File: src/rtl/uopc_pkg.sv
package uopc_pkg;
    localparam int REG_W     = 5;
    localparam int CNT_W     = 4;
    localparam int IDX_W     = 4;
    localparam int GROUP_MAX = 8;   // contiguous supported word counts 1..GROUP_MAX
    localparam int GROUP_ALT = 12;  // one further supported word count

    typedef enum logic [2:0] {
        OP_PLAIN = 3'd0,
        OP_LOAD  = 3'd1,
        OP_LDM   = 3'd2,
        OP_STM   = 3'd3,
        OP_MOVD  = 3'd4,
        OP_DIV   = 3'd5,
        OP_MAC   = 3'd6,
        OP_STRR  = 3'd7
    } op_e;

    typedef struct packed {
        op_e              op;
        logic             upd;
        logic [CNT_W-1:0] cnt;
        logic [REG_W-1:0] rt;
        logic [REG_W-1:0] rs;
        logic [REG_W-1:0] ra;
        logic [REG_W-1:0] rb;
    } instr_t;

    typedef struct packed {
        logic [REG_W-1:0] wr;
        logic             we;
        logic [REG_W-1:0] rd1;
        logic [REG_W-1:0] rd2;
    } uop_t;
endpackage

File: src/rtl/uopc_len.sv
module uopc_len
    import uopc_pkg::*;
(
    input  op_e              op,
    input  logic             upd,
    input  logic [CNT_W-1:0] cnt,
    output logic [IDX_W-1:0] words,
    output logic [IDX_W-1:0] total
);
    timeunit 1ns; timeprecision 1ps;

    logic cnt_ok;

    always_comb begin
        cnt_ok = ((cnt != '0) && (cnt <= CNT_W'(GROUP_MAX))) || (cnt == CNT_W'(GROUP_ALT));
        words  = cnt_ok ? IDX_W'(cnt) : IDX_W'(1);
        unique case (op)
            OP_PLAIN:       total = IDX_W'(1);
            OP_LOAD:        total = IDX_W'(1) + IDX_W'(upd);
            OP_LDM, OP_STM: total = words + IDX_W'(upd);
            default:        total = IDX_W'(2);
        endcase
    end
endmodule

File: src/rtl/uopc_gen.sv
module uopc_gen
    import uopc_pkg::*;
(
    input  op_e              op,
    input  logic             upd,
    input  logic [REG_W-1:0] rt,
    input  logic [REG_W-1:0] rs,
    input  logic [REG_W-1:0] ra,
    input  logic [REG_W-1:0] rb,
    input  logic [IDX_W-1:0] idx,
    input  logic [IDX_W-1:0] words,
    output uop_t             uop
);
    timeunit 1ns; timeprecision 1ps;

    logic             second;
    logic             base_step;
    logic [REG_W-1:0] walk_reg;

    always_comb begin
        second    = (idx != '0);
        base_step = upd && (idx == words);
        walk_reg  = rt + REG_W'(idx);
        uop       = '0;
        unique case (op)
            OP_PLAIN: begin
                uop.wr = rt; uop.we = 1'b1; uop.rd1 = ra; uop.rd2 = rb;
            end
            OP_LOAD: begin
                uop.we = 1'b1; uop.rd1 = ra;
                uop.wr = second ? ra : rt;
            end
            OP_LDM: begin
                uop.we = 1'b1; uop.rd1 = ra;
                uop.wr = base_step ? ra : walk_reg;
            end
            OP_STM: begin
                uop.rd1 = ra;
                if (base_step) begin
                    uop.we = 1'b1; uop.wr = ra;
                end else begin
                    uop.rd2 = walk_reg;
                end
            end
            OP_MOVD: begin
                uop.we  = 1'b1;
                uop.wr  = {rt[REG_W-1:1], second};
                uop.rd1 = {ra[REG_W-1:1], second};
            end
            OP_DIV: begin
                uop.we = 1'b1; uop.rd1 = ra; uop.rd2 = rb;
                uop.wr = second ? rs : rt;
            end
            OP_MAC: begin
                if (second) begin
                    uop.we = 1'b1; uop.wr = rt; uop.rd1 = rt;
                end else begin
                    uop.rd1 = ra; uop.rd2 = rb;
                end
            end
            OP_STRR: begin
                uop.rd1 = ra;
                uop.rd2 = second ? rt : rb;
            end
            default: uop = '0;
        endcase
    end
endmodule

File: src/rtl/uopc_seq.sv
module uopc_seq
    import uopc_pkg::*;
(
    input  logic             clk,
    input  logic             rst_n,
    input  logic             in_valid,
    input  instr_t           in_instr,
    output logic             in_ready,
    input  logic             out_ready,
    input  logic [IDX_W-1:0] total,
    output logic             out_valid,
    output logic             out_last,
    output logic [IDX_W-1:0] idx,
    output instr_t           instr_q
);
    timeunit 1ns; timeprecision 1ps;

    typedef struct packed {
        logic             busy;
        logic [IDX_W-1:0] idx;
        instr_t           instr;
    } seq_t;

    seq_t st_d, st_q;
    logic at_last, fire, take;

    always_comb begin
        at_last  = (st_q.idx == total - IDX_W'(1));
        fire     = st_q.busy && out_ready;
        in_ready = !st_q.busy || (fire && at_last);
        take     = in_valid && in_ready;
        st_d     = st_q;
        if (take) begin
            st_d.busy  = 1'b1;
            st_d.idx   = '0;
            st_d.instr = in_instr;
        end else if (fire) begin
            if (at_last) st_d.busy = 1'b0;
            else         st_d.idx  = st_q.idx + IDX_W'(1);
        end
    end

    always_ff @(posedge clk) begin
        if (!rst_n) st_q <= '0;
        else        st_q <= st_d;
    end

    assign out_valid = st_q.busy;
    assign out_last  = st_q.busy && at_last;
    assign idx       = st_q.idx;
    assign instr_q   = st_q.instr;


    first_idx_chk: assert property (@(posedge clk) disable iff (!rst_n)
        (in_valid && in_ready) |=> (out_valid && idx == '0));

    idx_step_chk: assert property (@(posedge clk) disable iff (!rst_n)
        (out_valid && out_ready && !out_last) |=> (out_valid && idx == $past(idx) + IDX_W'(1)));

    idx_bound_chk: assert property (@(posedge clk) disable iff (!rst_n)
        out_valid |-> (idx < total));

    no_replace_chk: assert property (@(posedge clk) disable iff (!rst_n)
        (out_valid && !out_last) |=> (out_valid && $stable(instr_q)));

    stall_hold_chk: assert property (@(posedge clk) disable iff (!rst_n)
        (out_valid && !out_ready) |=> (out_valid && $stable(idx) && $stable(instr_q)));
endmodule

File: src/rtl/uop_cracker.sv
module uop_cracker
    import uopc_pkg::*;
(
    input  logic             clk,
    input  logic             rst_n,
    input  logic             in_valid,
    output logic             in_ready,
    input  logic [2:0]       in_op,
    input  logic             in_upd,
    input  logic [CNT_W-1:0] in_cnt,
    input  logic [REG_W-1:0] in_rt,
    input  logic [REG_W-1:0] in_rs,
    input  logic [REG_W-1:0] in_ra,
    input  logic [REG_W-1:0] in_rb,
    output logic             out_valid,
    input  logic             out_ready,
    output logic [REG_W-1:0] out_wr_reg,
    output logic             out_wr_en,
    output logic [REG_W-1:0] out_rd1,
    output logic [REG_W-1:0] out_rd2,
    output logic [IDX_W-1:0] out_idx,
    output logic             out_last
);
    timeunit 1ns; timeprecision 1ps;

    instr_t           in_instr;
    instr_t           held;
    logic [IDX_W-1:0] words;
    logic [IDX_W-1:0] total;
    uop_t             uop;

    always_comb begin
        in_instr.op  = op_e'(in_op);
        in_instr.upd = in_upd;
        in_instr.cnt = in_cnt;
        in_instr.rt  = in_rt;
        in_instr.rs  = in_rs;
        in_instr.ra  = in_ra;
        in_instr.rb  = in_rb;
    end

    uopc_seq u_seq (
        .clk       (clk),
        .rst_n     (rst_n),
        .in_valid  (in_valid),
        .in_instr  (in_instr),
        .in_ready  (in_ready),
        .out_ready (out_ready),
        .total     (total),
        .out_valid (out_valid),
        .out_last  (out_last),
        .idx       (out_idx),
        .instr_q   (held)
    );

    uopc_len u_len (
        .op    (held.op),
        .upd   (held.upd),
        .cnt   (held.cnt),
        .words (words),
        .total (total)
    );

    uopc_gen u_gen (
        .op    (held.op),
        .upd   (held.upd),
        .rt    (held.rt),
        .rs    (held.rs),
        .ra    (held.ra),
        .rb    (held.rb),
        .idx   (out_idx),
        .words (words),
        .uop   (uop)
    );

    assign out_wr_reg = uop.wr;
    assign out_wr_en  = uop.we;
    assign out_rd1    = uop.rd1;
    assign out_rd2    = uop.rd2;
endmodule

File: config.mk
export PLATFORM = sky130hd
export DESIGN_NAME = uop_cracker
export DESIGN_NICKNAME = d
export VERILOG_FILES = /design/src/rtl/uopc_pkg.sv /design/src/rtl/uopc_len.sv /design/src/rtl/uopc_gen.sv /design/src/rtl/uopc_seq.sv /design/src/rtl/uop_cracker.sv
export SDC_FILE = /design/constraint.sdc
export NUM_CORES = 1
export LEC_CHECK = 0
export BUFFER_PORTS_ARGS = -buffer_cell sky130_fd_sc_hd__buf_2
export CORE_ASPECT_RATIO = 1.75
export CORE_MARGIN = 2
export CORE_UTILIZATION = 49
export DETAILED_ROUTE_END_ITERATION = 10
export PLACE_DENSITY = 0.8
export SETUP_SLACK_MARGIN = 0.5
export SLEW_MARGIN = 20
export SYNTH_ARGS = -nofsm -noshare
export SYNTH_HDL_FRONTEND = slang
export SYNTH_HIERARCHICAL = 1
export SYNTH_SLANG_ARGS = --single-unit
File: constraint.sdc
create_clock -name clk -period 3.51 [get_ports clk]
set_clock_uncertainty 0.15 [all_clocks]
set_input_delay 0.702 -clock clk [delete_from_list [all_inputs] [get_ports clk]]
set_output_delay 0.702 -clock clk [all_outputs]
set_load 0.01 [all_outputs]
==> key figures <==
Power and ir drop
  • P_int: approximately 1.1 mW
  • Power density of the placed cells: roughly 470 nW/um^2
  • Seq pwr share: 0.286
  • Lkg Pwr: ~1.6 nW
  • Clock power share: 0.229
  • Max VDD drop: approximately 0.52 mV
  • Net Sw Power: 616 uW
  • Final Total Pwr: 1.68 mW
  • Sw Share: 0.366
  • Comb power frac: 0.485

Place
  • Gpl congestion: 0.916
  • HPWL Detailed: around 4700 um
  • Pre-CTS WS: about 0.057 ns
  • DP Area: roughly 2900 sq um
  • Number of port buffers: 54

Synthesis
  • Syn Inst Count: ~300
  • Post-synth EDFFs: 0
  • Synth cell types: just over 50
  • Top post-synthesis cells by area: dfxtp_1 27%, mux2i_1 13%, nand2_1 10%, ha_1 4.0%, a221o_1 2.8%
  • Most used DFF post-synth: dfxtp_1
  • FFs w/ async S/R, synth: 0
  • Post-synth top area share: 0.266
  • Synth Net Count: between 300 and 400
  • Yosys synthesis warning count: 6
  • Post-Syn Area per Cell: around 8.4 sq um
  • #FFs+latches synth: 33
  • Sequential area share after synthesis: 0.266
  • Post-synth top area cell: dfxtp_1
  • Mapped Area: ~2500 sq um

Global route
  • GRT Total Usage: 0.272
  • Largest net degree at the start of global routing: 45
  • Grt total ovfl: 0
  • Initial antenna violation count: 0
  • Vias in the first global route: roughly 2.5k
  • First-pass GRT wire length: 11900 um

Drt
  • First-pass DRT Iterations: 5
  • Post-DRT Antenna Nets: 0
  • Routed vias: around 2.7k
  • Iteration-0 DRC Markers: 191
  • DR DRC count: 0
  • Final WL: ~8500 um
  • Drt wl/cell: between 15 and 20 um
  • Drt via density: a little over 6

Cells and area
  • Post-layout util: 0.730
  • Area growth from synthesis to layout: 45.3%
  • Design Area, Final: 3600 sq um
  • Share of post-route cells with drive strength above 1: 0.427
  • Final nets: around 420
  • # diodes: 0

Floorplan
  • Top Ports: 55
  • Row count: 34
  • Die span in x: slightly below 60 um
  • Core area: approximately 4900 sq um
  • Initial Util: 0.503
  • DIE AREA: 5670 sq um
  • Die Height: approximately 100 um

Worst setup path
  • CP Cell Sequence: o31ai_4 > ha_4 > ha_4 > a221o_1 > inv_2 > ha_4 > xor2_4 > buf_6 > buf_6 > buf_6 > buf_6 > buf_6 > buf_6 > nand4_1 > o31ai_4 > buf_6 > buf_6 > buf_16 > mux2i_1
  • WP data arrival: 3.82 ns
  • Worst Path Max Fanout: 7
  • CP delay by family, top: buffers and inverters
  • Critical-path top delay cell: dfxtp_4
  • Worst setup path start: u_seq/instr_q[22]
  • WP data required: between 3 and 4 ns
  • WP buf/inv: 10
  • R2r startpoint: u_seq/instr_q[22]
  • Crit start category: flip-flop
  • Most frequent CP cell: buf_6
  • Setup CP Type: flip-flop to flip-flop
  • CP endpoint kind: flip-flop
  • Critical path's largest stage delay: roughly 0.36 ns

Timing
  • Final WS setup: -0.231 ns
  • F_max: roughly 0.27 GHz
  • Relative slew margins: 0.589
  • Max-slew violations: 0
  • Unrepaired setup endpoints after global routing: true
  • Final setup fails: 34
  • Fin Setup TNS: -5.12 ns
  • Post-layout minimum cycle time: between 3 and 4 ns
  • Hold Fails Final Rpt: 0
  • Tcrit/Tclk final: 1.07
  • Worst-margin pin slew: between 0.6 and 0.7 ns

Clock tree
  • H-Tree Depth: 2
  • Clock Latency Late Sink: around 0.3 ns
  • Clk sink count: 33
  • CTS Buffer Depth: 2
  • Clock slew at reported path FFs: roughly 0.07 ns
  • Total CTS buffers: 5
  • CTS root buffer: clkbuf_8
  • TritonCTS clock tree: done

Outcome
  • Failing checks: setup timing
  • Status: finished, violations left

Hold path
  • Hold Crit Class: flip-flop to flip-flop
  • Hold path startpoint: u_seq/instr_q[11]

Flow run
  • Max Cap Viol: 0
## per-layer routing
metal	track usage	vias up	share of wire
met4	0.166	0	0.047
met5	0	-	0
li1	-	1228	-
met3	0.0543	36	0.054
met1	0.264	1250	0.35
met2	0.503	142	0.55
## synth_stat cells (2+ instances only)
library cell and instances:
a31oi_1 8, o21a_1 2, o21ai_1 2, nor3_1 5
nor2_1 6, xnor2_2 2, nor3b_2 2, xor2_1 5
xnor2_1 6, dfxtp_1 33, and3_1 2, clkbuf_1 9
buf_6 6, o21ai_0 13, a21o_1 2, mux2_4 4
inv_1 13, nor3b_1 3, nor2b_1 4, or4b_1 3
o31ai_1 4, nor2b_2 2, o22ai_1 3, o2111ai_1 2
a21oi_1 8, a221o_1 7, nand2_1 67, and2_1 4
a221oi_2 2, ha_1 8, nand3_1 6, mux2i_1 33
## kinds of logic after synthesis
kind of cell / after synthesis / synth area share
compound gates: 61 / 0.178
xor+xnor: 13 / 0.0520
fa+ha+maj: 9 / 0.0484
buf+inv: 29 / 0.0636
flops: 33 / 0.266
mux: 37 / 0.157
simple gates: 113 / 0.234
## registers in the layout, summed over array words and instances (netlist names)
signal           count
u_seq/out_valid      1
u_seq/instr_q       28
u_seq/idx            4
## timing repair
item                       CTS  global route
pin swaps                   12            13
hold endpoints to repair     0             0
buffers inserted            18             9
setup endpoints to repair   44            49
hold buffers                 0             0
resized for setup           35            35
cloned                       2             1
## cell type report
class	count	area, sq um
clock buffers	7	86.3
clock inverters	1	30.0
fillers	351	1330
inverters	13	48.8
multi-input cells	233	1970
flip-flops and latches	33	684
well taps	54	67.6
repair buffers	95	717
## worst register-to-register path: cells and delay by family (launching register included)
kind	cells	cell delay (ns)
xor gates and xnor gates	1	0.15
muxes	1	0.19
AOI/OAI and AO/OA	3	0.96
DFF	1	0.36
and+or+nand+nor	1	0.20
buffers and inverters	10	1.05
adders and majority gates	3	0.61
## layout by cell type, fill, tap and decap left out, drive strengths merged, types with 2 or more instances in the layout
cell type  instances
clkbuf             8
o31ai              5
nand3              6
mux2               4
inv               13
ha                 8
buf               94
nand2             67
and3               3
o2111ai            2
dfxtp             33
o21ai             15
a21o               2
and2               4
nor3               6
nor2b              6
mux2i             33
or4b               3
xnor2              8
nor2               6
o22ai              3
a221oi             3
xor2               5
nor3b              5
a21oi              8
o21a               2
a221o              7
a31oi              8
## path summary, 6_finish.rpt
path                            slack [ns]                end  depth (start not counted)
worst max-delay path                 -0.23  u_seq/instr_q[25]                         19
worst min-delay path                  0.31  u_seq/instr_q[11]                          2
worst max register to register       -0.23  u_seq/instr_q[25]                         19
worst min register to register        0.31  u_seq/instr_q[11]                          2
## power groups by stage
stage	sequential [mW]	combinational, mW	clock (mW)
after floorplan	0.470	0.359	0
after global placement	0.486	0.476	0
after detailed placement	0.488	0.485	0
after CTS	0.479	0.671	0.385
after global routing	0.487	0.853	0.404
final	0.481	0.816	0.386
## stage by stage
step	std cells	hold WS [ns]
6_report	436	0.310
2_1_floorplan	295	0.284
4_1_cts	426	0.311
3_5_place_dp	398	0.301
3_3_place_gp	398	0.293
5_1_grt	436	0.339
Note: power is estimated with default switching activity, not from simulation.
